===== src/rtl/tsa_pkg.sv =====
package tsa_pkg;

    localparam int BYTE_W    = 8;
    localparam int NUM_SLOTS = 32;
    localparam int SLOT_AW   = $clog2(NUM_SLOTS);
    localparam logic [BYTE_W-1:0] IDLE_BYTE = 8'hFF;

    typedef enum logic {
        TBL_TX = 1'b0,
        TBL_RX = 1'b1
    } tbl_e;

    typedef struct packed {
        logic               en;
        logic               bypass;
        logic [SLOT_AW-1:0] slot;
    } route_t;

    localparam route_t ROUTE_OFF = '{en: 1'b0, bypass: 1'b0, slot: '0};

    // slot 0 is reserved, so an entry pointing there is never served
    function automatic logic route_usable(route_t r);
        return r.en && (r.slot != '0);
    endfunction

endpackage


===== src/rtl/tsa_cfg_bank.sv =====
module tsa_cfg_bank
    import tsa_pkg::*;
#(
    parameter int NUM_FIFO = 4,
    parameter int FIFO_AW  = 5
) (
    input  logic                         clk,
    input  logic                         rst,
    input  logic                         commit,
    input  logic                         we,
    input  logic [FIFO_AW-1:0]           idx,
    input  route_t                       wdata,
    output route_t [NUM_FIFO-1:0]        active
);

    route_t [NUM_FIFO-1:0] pending;

    for (genvar i = 0; i < NUM_FIFO; i++) begin : g_entry
        always_ff @(posedge clk) begin
            if (rst) begin
                pending[i] <= ROUTE_OFF;
                active[i]  <= ROUTE_OFF;
            end else begin
                if (commit) begin
                    active[i] <= pending[i];
                end
                if (we && (idx == FIFO_AW'(i))) begin
                    pending[i] <= wdata;
                end
            end
        end
    end

endmodule


===== src/rtl/tsa_route_select.sv =====
module tsa_route_select
    import tsa_pkg::*;
#(
    parameter int NUM_FIFO = 4
) (
    input  route_t [NUM_FIFO-1:0] routes,
    output logic   [NUM_FIFO-1:0] serves
);

    // an entry serves its slot unless a lower-numbered usable entry claims it
    always_comb begin
        for (int i = 0; i < NUM_FIFO; i++) begin
            serves[i] = route_usable(routes[i]);
            for (int j = 0; j < NUM_FIFO; j++) begin
                if (j < i && route_usable(routes[j]) &&
                    routes[j].slot == routes[i].slot) begin
                    serves[i] = 1'b0;
                end
            end
        end
    end

endmodule


===== src/rtl/tsa_channel_assigner.sv =====
module tsa_channel_assigner
    import tsa_pkg::*;
#(
    parameter int NUM_FIFO = 4,
    parameter int FIFO_AW  = 5
) (
    input  logic                          clk,
    input  logic                          rst,
    input  logic                          frame_tick,
    input  logic                          cfg_we,
    input  logic                          cfg_dir,
    input  logic [FIFO_AW-1:0]            cfg_fifo,
    input  logic [4:0]                    cfg_slot,
    input  logic                          cfg_bypass,
    input  logic                          cfg_en,
    input  logic [NUM_FIFO-1:0]           tx_fifo_valid,
    input  logic [NUM_FIFO*8-1:0]         tx_fifo_data,
    output logic [NUM_FIFO-1:0]           tx_fifo_pop,
    output logic [NUM_FIFO-1:0]           tx_underrun,
    output logic [NUM_FIFO-1:0]           rx_fifo_push,
    output logic [NUM_FIFO*8-1:0]         rx_fifo_data,
    input  logic [255:0]                  line_rx_slots,
    input  logic [255:0]                  pcm_rx_slots,
    output logic [255:0]                  line_tx_slots,
    output logic [255:0]                  pcm_tx_slots
);

    localparam int BUS_W = NUM_SLOTS * BYTE_W;

    logic   xfer_q;
    route_t wr_route;
    route_t [NUM_FIFO-1:0] tx_tab, rx_tab;
    logic   [NUM_FIFO-1:0] tx_serves, rx_serves;

    logic [BYTE_W-1:0] line_rx_b [NUM_SLOTS];
    logic [BYTE_W-1:0] pcm_rx_b  [NUM_SLOTS];
    logic [BYTE_W-1:0] line_nxt  [NUM_SLOTS];
    logic [BYTE_W-1:0] pcm_nxt   [NUM_SLOTS];
    logic [BYTE_W-1:0] line_q    [NUM_SLOTS];
    logic [BYTE_W-1:0] pcm_q     [NUM_SLOTS];

    assign wr_route = '{en: cfg_en, bypass: cfg_bypass, slot: cfg_slot};

    always_ff @(posedge clk) begin
        if (rst) xfer_q <= 1'b0;
        else     xfer_q <= frame_tick;
    end

    tsa_cfg_bank #(.NUM_FIFO(NUM_FIFO), .FIFO_AW(FIFO_AW)) tx_bank_i (
        .clk(clk), .rst(rst), .commit(frame_tick),
        .we(cfg_we && (tbl_e'(cfg_dir) == TBL_TX)),
        .idx(cfg_fifo), .wdata(wr_route), .active(tx_tab)
    );

    tsa_cfg_bank #(.NUM_FIFO(NUM_FIFO), .FIFO_AW(FIFO_AW)) rx_bank_i (
        .clk(clk), .rst(rst), .commit(frame_tick),
        .we(cfg_we && (tbl_e'(cfg_dir) == TBL_RX)),
        .idx(cfg_fifo), .wdata(wr_route), .active(rx_tab)
    );

    tsa_route_select #(.NUM_FIFO(NUM_FIFO)) tx_sel_i (.routes(tx_tab), .serves(tx_serves));
    tsa_route_select #(.NUM_FIFO(NUM_FIFO)) rx_sel_i (.routes(rx_tab), .serves(rx_serves));

    for (genvar s = 0; s < NUM_SLOTS; s++) begin : g_slot
        assign line_rx_b[s] = line_rx_slots[s*BYTE_W +: BYTE_W];
        assign pcm_rx_b[s]  = pcm_rx_slots[s*BYTE_W +: BYTE_W];
        assign line_tx_slots[s*BYTE_W +: BYTE_W] = line_q[s];
        assign pcm_tx_slots[s*BYTE_W +: BYTE_W]  = pcm_q[s];

        always_ff @(posedge clk) begin
            if (rst) begin
                line_q[s] <= IDLE_BYTE;
                pcm_q[s]  <= IDLE_BYTE;
            end else if (xfer_q) begin
                line_q[s] <= line_nxt[s];
                pcm_q[s]  <= pcm_nxt[s];
            end
        end
    end

    always_comb begin
        tx_fifo_pop  = '0;
        tx_underrun  = '0;
        rx_fifo_push = '0;
        rx_fifo_data = '0;
        for (int s = 0; s < NUM_SLOTS; s++) begin
            line_nxt[s] = IDLE_BYTE;
            pcm_nxt[s]  = IDLE_BYTE;
        end
        for (int i = 0; i < NUM_FIFO; i++) begin
            if (tx_serves[i]) begin
                if (tx_tab[i].bypass) begin
                    line_nxt[tx_tab[i].slot] = pcm_rx_b[tx_tab[i].slot];
                end else if (tx_fifo_valid[i]) begin
                    line_nxt[tx_tab[i].slot] = tx_fifo_data[i*BYTE_W +: BYTE_W];
                    tx_fifo_pop[i] = xfer_q;
                end else begin
                    tx_underrun[i] = xfer_q;
                end
            end
            if (rx_serves[i]) begin
                if (rx_tab[i].bypass) begin
                    pcm_nxt[rx_tab[i].slot] = line_rx_b[rx_tab[i].slot];
                end else begin
                    rx_fifo_push[i] = xfer_q;
                    rx_fifo_data[i*BYTE_W +: BYTE_W] = line_rx_b[rx_tab[i].slot];
                end
            end
        end
    end

    logic unused_ok;
    assign unused_ok = &{1'b0, BUS_W[0]};

endmodule


===== config.mk =====
export PLATFORM = sky130hd
export DESIGN_NAME = tsa_channel_assigner
export DESIGN_NICKNAME = d
export VERILOG_FILES = /design/src/rtl/tsa_pkg.sv /design/src/rtl/tsa_cfg_bank.sv /design/src/rtl/tsa_route_select.sv /design/src/rtl/tsa_channel_assigner.sv
export SDC_FILE = /design/constraint.sdc
export NUM_CORES = 2
export LEC_CHECK = 0
export CELL_PAD_IN_SITES_DETAIL_PLACEMENT = 1
export CELL_PAD_IN_SITES_GLOBAL_PLACEMENT = 1
export CORE_AREA = 8 8 435 437
export CTS_BUF_LIST = sky130_fd_sc_hd__clkbuf_8 sky130_fd_sc_hd__clkbuf_16
export CTS_CLUSTER_DIAMETER = 30
export DETAILED_ROUTE_END_ITERATION = 7
export DIE_AREA = 0 0 443 445
export PLACE_DENSITY_LB_ADDON = 0.1
export REMOVE_ABC_BUFFERS = 1
export SLEW_MARGIN = 20
export SYNTH_ARGS = -nofsm -noshare
export SYNTH_HDL_FRONTEND = slang
export SYNTH_SLANG_ARGS = --single-unit

===== constraint.sdc =====
create_clock -name clk -period 11.9 [get_ports clk]
set_input_delay 1.19 -clock clk [delete_from_list [all_inputs] [get_ports clk]]
set_output_delay 1.19 -clock clk [all_outputs]
set_load 0.01 [all_outputs]

==> After elaboration in Yosys (flattened, before gate mapping) <==
Memories as Yosys holds them, arrays and structs flattened.
Index checks and enable logic that the tools add are counted.
{ "totals": {"register_bits": 113, "mem_bits_ro": 0, "n_memories": 2, "ram_bits": 512, "wordCells": 397, "latchBits": 0, "output_inout_bits": 556} }
{ "mem_list": {"columns": ["name", "depth", "width", "read_ports", "rd_ports_with_merged_regs", "write_ports", "line_no", "rtl"], "rows": [
  ["line_q", 32, 8, 32, 0, 32, "tsa_channel_assigner.sv:39", "logic [BYTE_W-1:0] line_q [NUM_SLOTS];"],
  ["pcm_q", 32, 8, 32, 0, 32, "tsa_channel_assigner.sv:40", "logic [BYTE_W-1:0] pcm_q [NUM_SLOTS];"]
]} }
{ "op_classes": {"n_div": 0, "bitwise_logic": 78, "addsub": 0, "n_eq_ne": 15, "n_lt_le_gt_ge": 16, "shifts": 0, "muxes": 190, "n_reduce_logical": 47, "multipliers": 0} }
{ "ops": {"columns": ["operator", "count"], "rows": [
  ["$mux 256", 20],
  ["$bwmux 256", 9],
  ["$mux 8", 96],
  ["$or 256x256->256", 3],
  ["$not 256->256", 2],
  ["$bmux 8 s5", 8],
  ["$demux 8 s5", 8],
  ["$or 1x1->1", 64],
  ["$eq 5x5->1", 12],
  ["$mux 1", 49],
  ["$ge 6x6->1 const B", 8],
  ["$lt 6x1->1 const B", 8],
  ["$not 5->6", 8],
  ["$reduce_bool 5->1", 8],
  ["$logic_and 1x1->1", 38],
  ["$eq 5x2->1 const B", 2],
  ["$eq 5x1->1 const B", 1],
  ["$logic_not 5->1", 1],
  ["$not 1->1", 1]
]} }

==> Longest topological paths before layout <==
{ "logic_depth": {"ltp_word": 23, "mapped_depth": 12} }

==> By module <==
Synthesis repeated with hierarchy kept, for this count alone.
{ "unflattened": {"hier_cells": 5929, "area_unflattened_um2": 56420.4} }
{ "modules_own_cells": {"columns": ["module", "n_inst", "area_each_um2", "seq_area_each_um2", "cells_per_inst"], "rows": [
  ["tsa_channel_assigner", 1, 51310.5, 15394.8, 5433],
  ["tsa_cfg_bank", 2, 2148.3, 1121.1, 195],
  ["tsa_route_select", 2, 406.6, 0.0, 53]
]} }

==> Least setup slack after synthesis <==
No wires, ideal clock.
{ "synth_path": {"kind": "input -> register", "from": "input rst", "to": "memory line_q[0][0], enable pin", "stages": 3, "arrival_ps": 7806, "required_ps": 11233, "setup_slack_ps": 3427, "setup_ps": 667, "n_path_buf": 2, "cell_sequence": "clkbuf_1 -> clkbuf_1 -> or2_2"} }
{ "synth_rtl": {"columns": ["item", "line_no", "rtl"], "rows": [
  ["from (decl)", "tsa_channel_assigner.sv:8", "input logic rst,"],
  ["to (decl)", "tsa_channel_assigner.sv:39", null]
]} }

==> Worst setup path after layout <==
{ "layout_path": {"from": "register rx_bank_i.active[14] in the netlist's numbering", "to": "output rx_fifo_data[22]"} }
{ "layout_between": {"elab_chain_len": 6} }
{ "layout_rtl": {"columns": ["item", "line_no", "rtl"], "rows": [
  ["from (decl)", "tsa_cfg_bank.sv:13", "output route_t [NUM_FIFO-1:0] active"],
  ["from (signal, indexed assignment)", "tsa_cfg_bank.sv:25", "active[i] <= pending[i];"],
  ["$not 5->6 (not written as such)", "tsa_channel_assigner.sv:106", "rx_fifo_data[i*BYTE_W +: BYTE_W] = line_rx_b[rx_tab[i].slot];"],
  ["$bmux 8 s5", "tsa_channel_assigner.sv:106", null],
  ["$mux 8 (not written as such) (2 in a row)", "tsa_channel_assigner.sv:106", null],
  ["$mux 8", "tsa_channel_assigner.sv:102", "if (rx_tab[i].bypass) begin"],
  ["$mux 8 *", "tsa_channel_assigner.sv:101", "if (rx_serves[i]) begin"],
  ["to (decl)", "tsa_channel_assigner.sv:21", "output logic [NUM_FIFO*8-1:0] rx_fifo_data,"]
]} }
Mark *: on every way between the ends. The rest lies on a longest branch, timed or not. The select of a mux whose other input is x is not followed.

==> flow_summary.rst <==
.. list-table::
   :header-rows: 1

   * - Metric
     - Value
   * - Clock buffers created by TritonCTS
     - 177
   * - Worst rel slew slack
     - 14.0%
   * - Crit start category
     - flip-flop
   * - Fraction of final layout cells with drive strength greater than 1
     - 16.5%
   * - Drt first-iter violations
     - 9131
   * - Final critical path time including I/O delays and setup
     - 6350 ps
   * - Buffers inserted during post-CTS setup optimization
     - 0
   * - Max Root-Sink Buffers
     - 3
   * - Post-synthesis to final-layout area growth
     - 38.8%
   * - Slew @ Worst Pin
     - 1280 ps
   * - Wire length of the first global-routing pass
     - 503000 um
   * - Tot GR Track Use
     - 35.5%
   * - IO Port Bufs
     - 1120
   * - Worst-path maximum fanout
     - 42
   * - Post-Route Hold Slack
     - 489 ps
   * - Area taken by multi-input logic gates
     - 33100 sq um
   * - Share of synthesized flip-flops with an asynchronous set or reset
     - 0%
   * - Power per Cell Area
     - 114 nW/um^2
   * - Average wire per standard cell
     - 42.1 um
   * - Clock Root Buffer
     - clkbuf_16
   * - Die Height
     - 445 um
   * - Final Max Tran Viols
     - 0
   * - Post-Synthesis Cells
     - 5265
   * - FF+latch count, synth
     - 625
   * - Routed Antenna Nets
     - 0
   * - Final setup viols
     - 0
   * - Die outline area
     - 197000 sq um
   * - Hold/Removal Path Class
     - reg -> reg
   * - Worst setup timing slack at the placement stage
     - 6340 ps
   * - Top library cells by usage in the layout, fill and taps aside
     - clkdlybuf4s50_1 (1118), edfxtp_1 (512), o22ai_1 (486)
   * - Average instance area after synthesis
     - 10.0 sq um
   * - H-Tree Level Count
     - 4
   * - TritonCTS clock tree
     - yes
   * - Part of the Yosys area used for sequential elements
     - 33.4%
   * - Cell type contributing the most total cell area after synthesis
     - edfxtp_1
   * - Initial core utilization
     - 29.0%
   * - Antenna violations before repair
     - 70
   * - Pin count of the biggest net entering global routing
     - 119
   * - Horizontal extent of the die
     - 443 um
   * - Setup repair after global routing missed its margin
     - no
   * - Total grt overflow
     - 0
   * - DP HPWL
     - 261000 um
   * - Result of the run
     - finished, violations left
   * - Area used by sequential logic in the layout
     - 17700 sq um
   * - Net count, final
     - 6756
   * - # IOs
     - 1121
   * - Total leakage power
     - 21.6 nW
   * - Clock latency on the worst-skew pair
     - 800 ps
   * - Count of fill cells added during filler insertion
     - 19900
   * - Clk sink count
     - 625
   * - Worst clock skew
     - 36.3 ps
   * - Sort of element at the end of the critical path
     - output pin
   * - Leading cell types by total area after synthesis
     - edfxtp_1 (29%), mux4_2 (16%), mux2i_1 (7.5%)
   * - Number of enable flip-flop cells after synthesis
     - 512
   * - Cts-stage hold buffer count
     - 0
   * - Final clock period utilization by the worst path
     - 53.4%
   * - Total power after layout
     - 0.00834 W
   * - Max Cap Violations
     - 0
   * - Area share of the largest cell type after synthesis
     - 29.1%
   * - Critical Setup Path Class
     - reg -> out
   * - Drt drc
     - 3
   * - Routability Congestion
     - 1.00
   * - Final-report hold violation count
     - 0
   * - Data required time at the worst endpoint
     - 10710 ps
   * - Placement row count
     - 157
   * - VDD IR max
     - 0.152 mV
   * - Worst path arrival time
     - 5160 ps
   * - Violated checks
     - DRC
   * - Total wire length
     - 370000 um
   * - Synthesis Warnings
     - 0
   * - Number of vias in the routed layout
     - 59935
   * - Area of the mapped netlist
     - 52800 sq um
   * - Via count of the first global-routing pass
     - 59366
   * - Post-route setup slack
     - 5550 ps
   * - First-pass iteration count of the detailed router
     - 8
   * - Number of distinct library cell variants in the gate-level netlist after synthesis
     - 97
   * - Most common cell after layout, fill and taps aside
     - clkdlybuf4s50_1
   * - Number of gates resized after CTS
     - 0
   * - Predominant post-synthesis flop cell
     - edfxtp_1
   * - Avg Vias per Cell
     - 6.83
   * - CTS clk-pin slew, worst paths
     - 40 ps
   * - Core area
     - 182000 sq um
   * - Highest Clock Rate
     - 157 MHz
==> registers in the layout, summed over array words and instances, names as in the netlist <==
register           cells
rx_bank_i.active      28
tx_bank_i.active      28
line_q               256
pcm_q                256
rx_bank_i.pending     28
xfer_q                 1
tx_bank_i.pending     28
==> cells in the mapped netlist (23+ instances only) <==
master,count
edfxtp_1,512
o22ai_1,486
nor2_1,414
nand2_1,404
mux2i_1,393
mux4_2,375
clkbuf_1,335
o21ai_0,254
a21oi_1,218
a22oi_1,192
buf_2,186
a221oi_1,166
dfxtp_1,113
o221ai_1,108
nand3_1,92
nor3_1,75
o31ai_1,73
o32ai_1,65
o211ai_1,63
xnor2_1,43
o21ai_1,39
buf_1,38
nor2b_1,38
nand4_1,33
buf_4,30
o2111ai_1,30
nand2b_1,28
a31oi_1,26
nor4_1,26
and3_1,24
inv_1,23
==> cell type report <==
class	count	share of cell area, %
repair buffers	1329	17.5
well taps	2385	4.07
flip-flops and latches	625	24.2
clock buffers	198	6.64
diodes	53	0.181
inverters	26	0.133
clock inverters	132	2.15
multi-input cells	4032	45.2
==> per-layer routing <==
layer  track usage [%]  share of wire (%)
met3              11.8                 12
met2              51.6                 42
met4              25.0                8.3
met1              44.2                 37
met5            0.0240              0.055
==> stage by stage <==
stage	instance area [sq um]	instances	util (%)	setup TNS, ps
after global placement	66600	8395	36.6	0
after detailed placement	66600	8395	36.6	0
after global routing	73200	8762	40.2	0
after CTS	73100	8725	40.1	0
after floorplan	50200	4683	-	-13150
final	73200	8780	40.2	0
==> logic make-up after synthesis <==
group,after synthesis,synth area share [%]
AOI/OAI and AO/OA,1845,24.0
DFF,625,33.4
buffers and inverters,623,5.18
and+or+nand+nor,1335,12.8
xor gates and xnor gates,60,0.996
muxes,776,23.6
other,1,0.00711
==> power by group <==
part,internal (W),switching [W],total (W)
Clock,0.00352,0.00153,0.00505
Sequential,0.00238,0.00000493,0.00238
Combinational,0.000347,0.000565,0.000912
Total,0.00624,0.00210,0.00834
==> critical path, cell delays in order, from the launching register on <==
cell and delay, ps:
dfxtp_4 780, buf_4 800, mux4_2 370, mux2i_1 130, o2111ai_4 320, buf_4 510, inv_1 310, nor3_1 430
clkdlybuf4s50_1 640
==> worst paths after layout <==
path | from | end | slack (ps) | cells after the start
setup / recovery | rx_bank_i.active[14] | rx_fifo_data[22] | 5550 | 8
hold / removal | tx_bank_i.pending[22] | tx_bank_i.active[22] | 490 | 2
setup reg to reg | tx_bank_i.active[18] | line_q[0][24] | 6310 | 10
hold reg to reg | tx_bank_i.pending[22] | tx_bank_i.active[22] | 490 | 2
No activity file was read; power rests on OpenSTA's default activity.
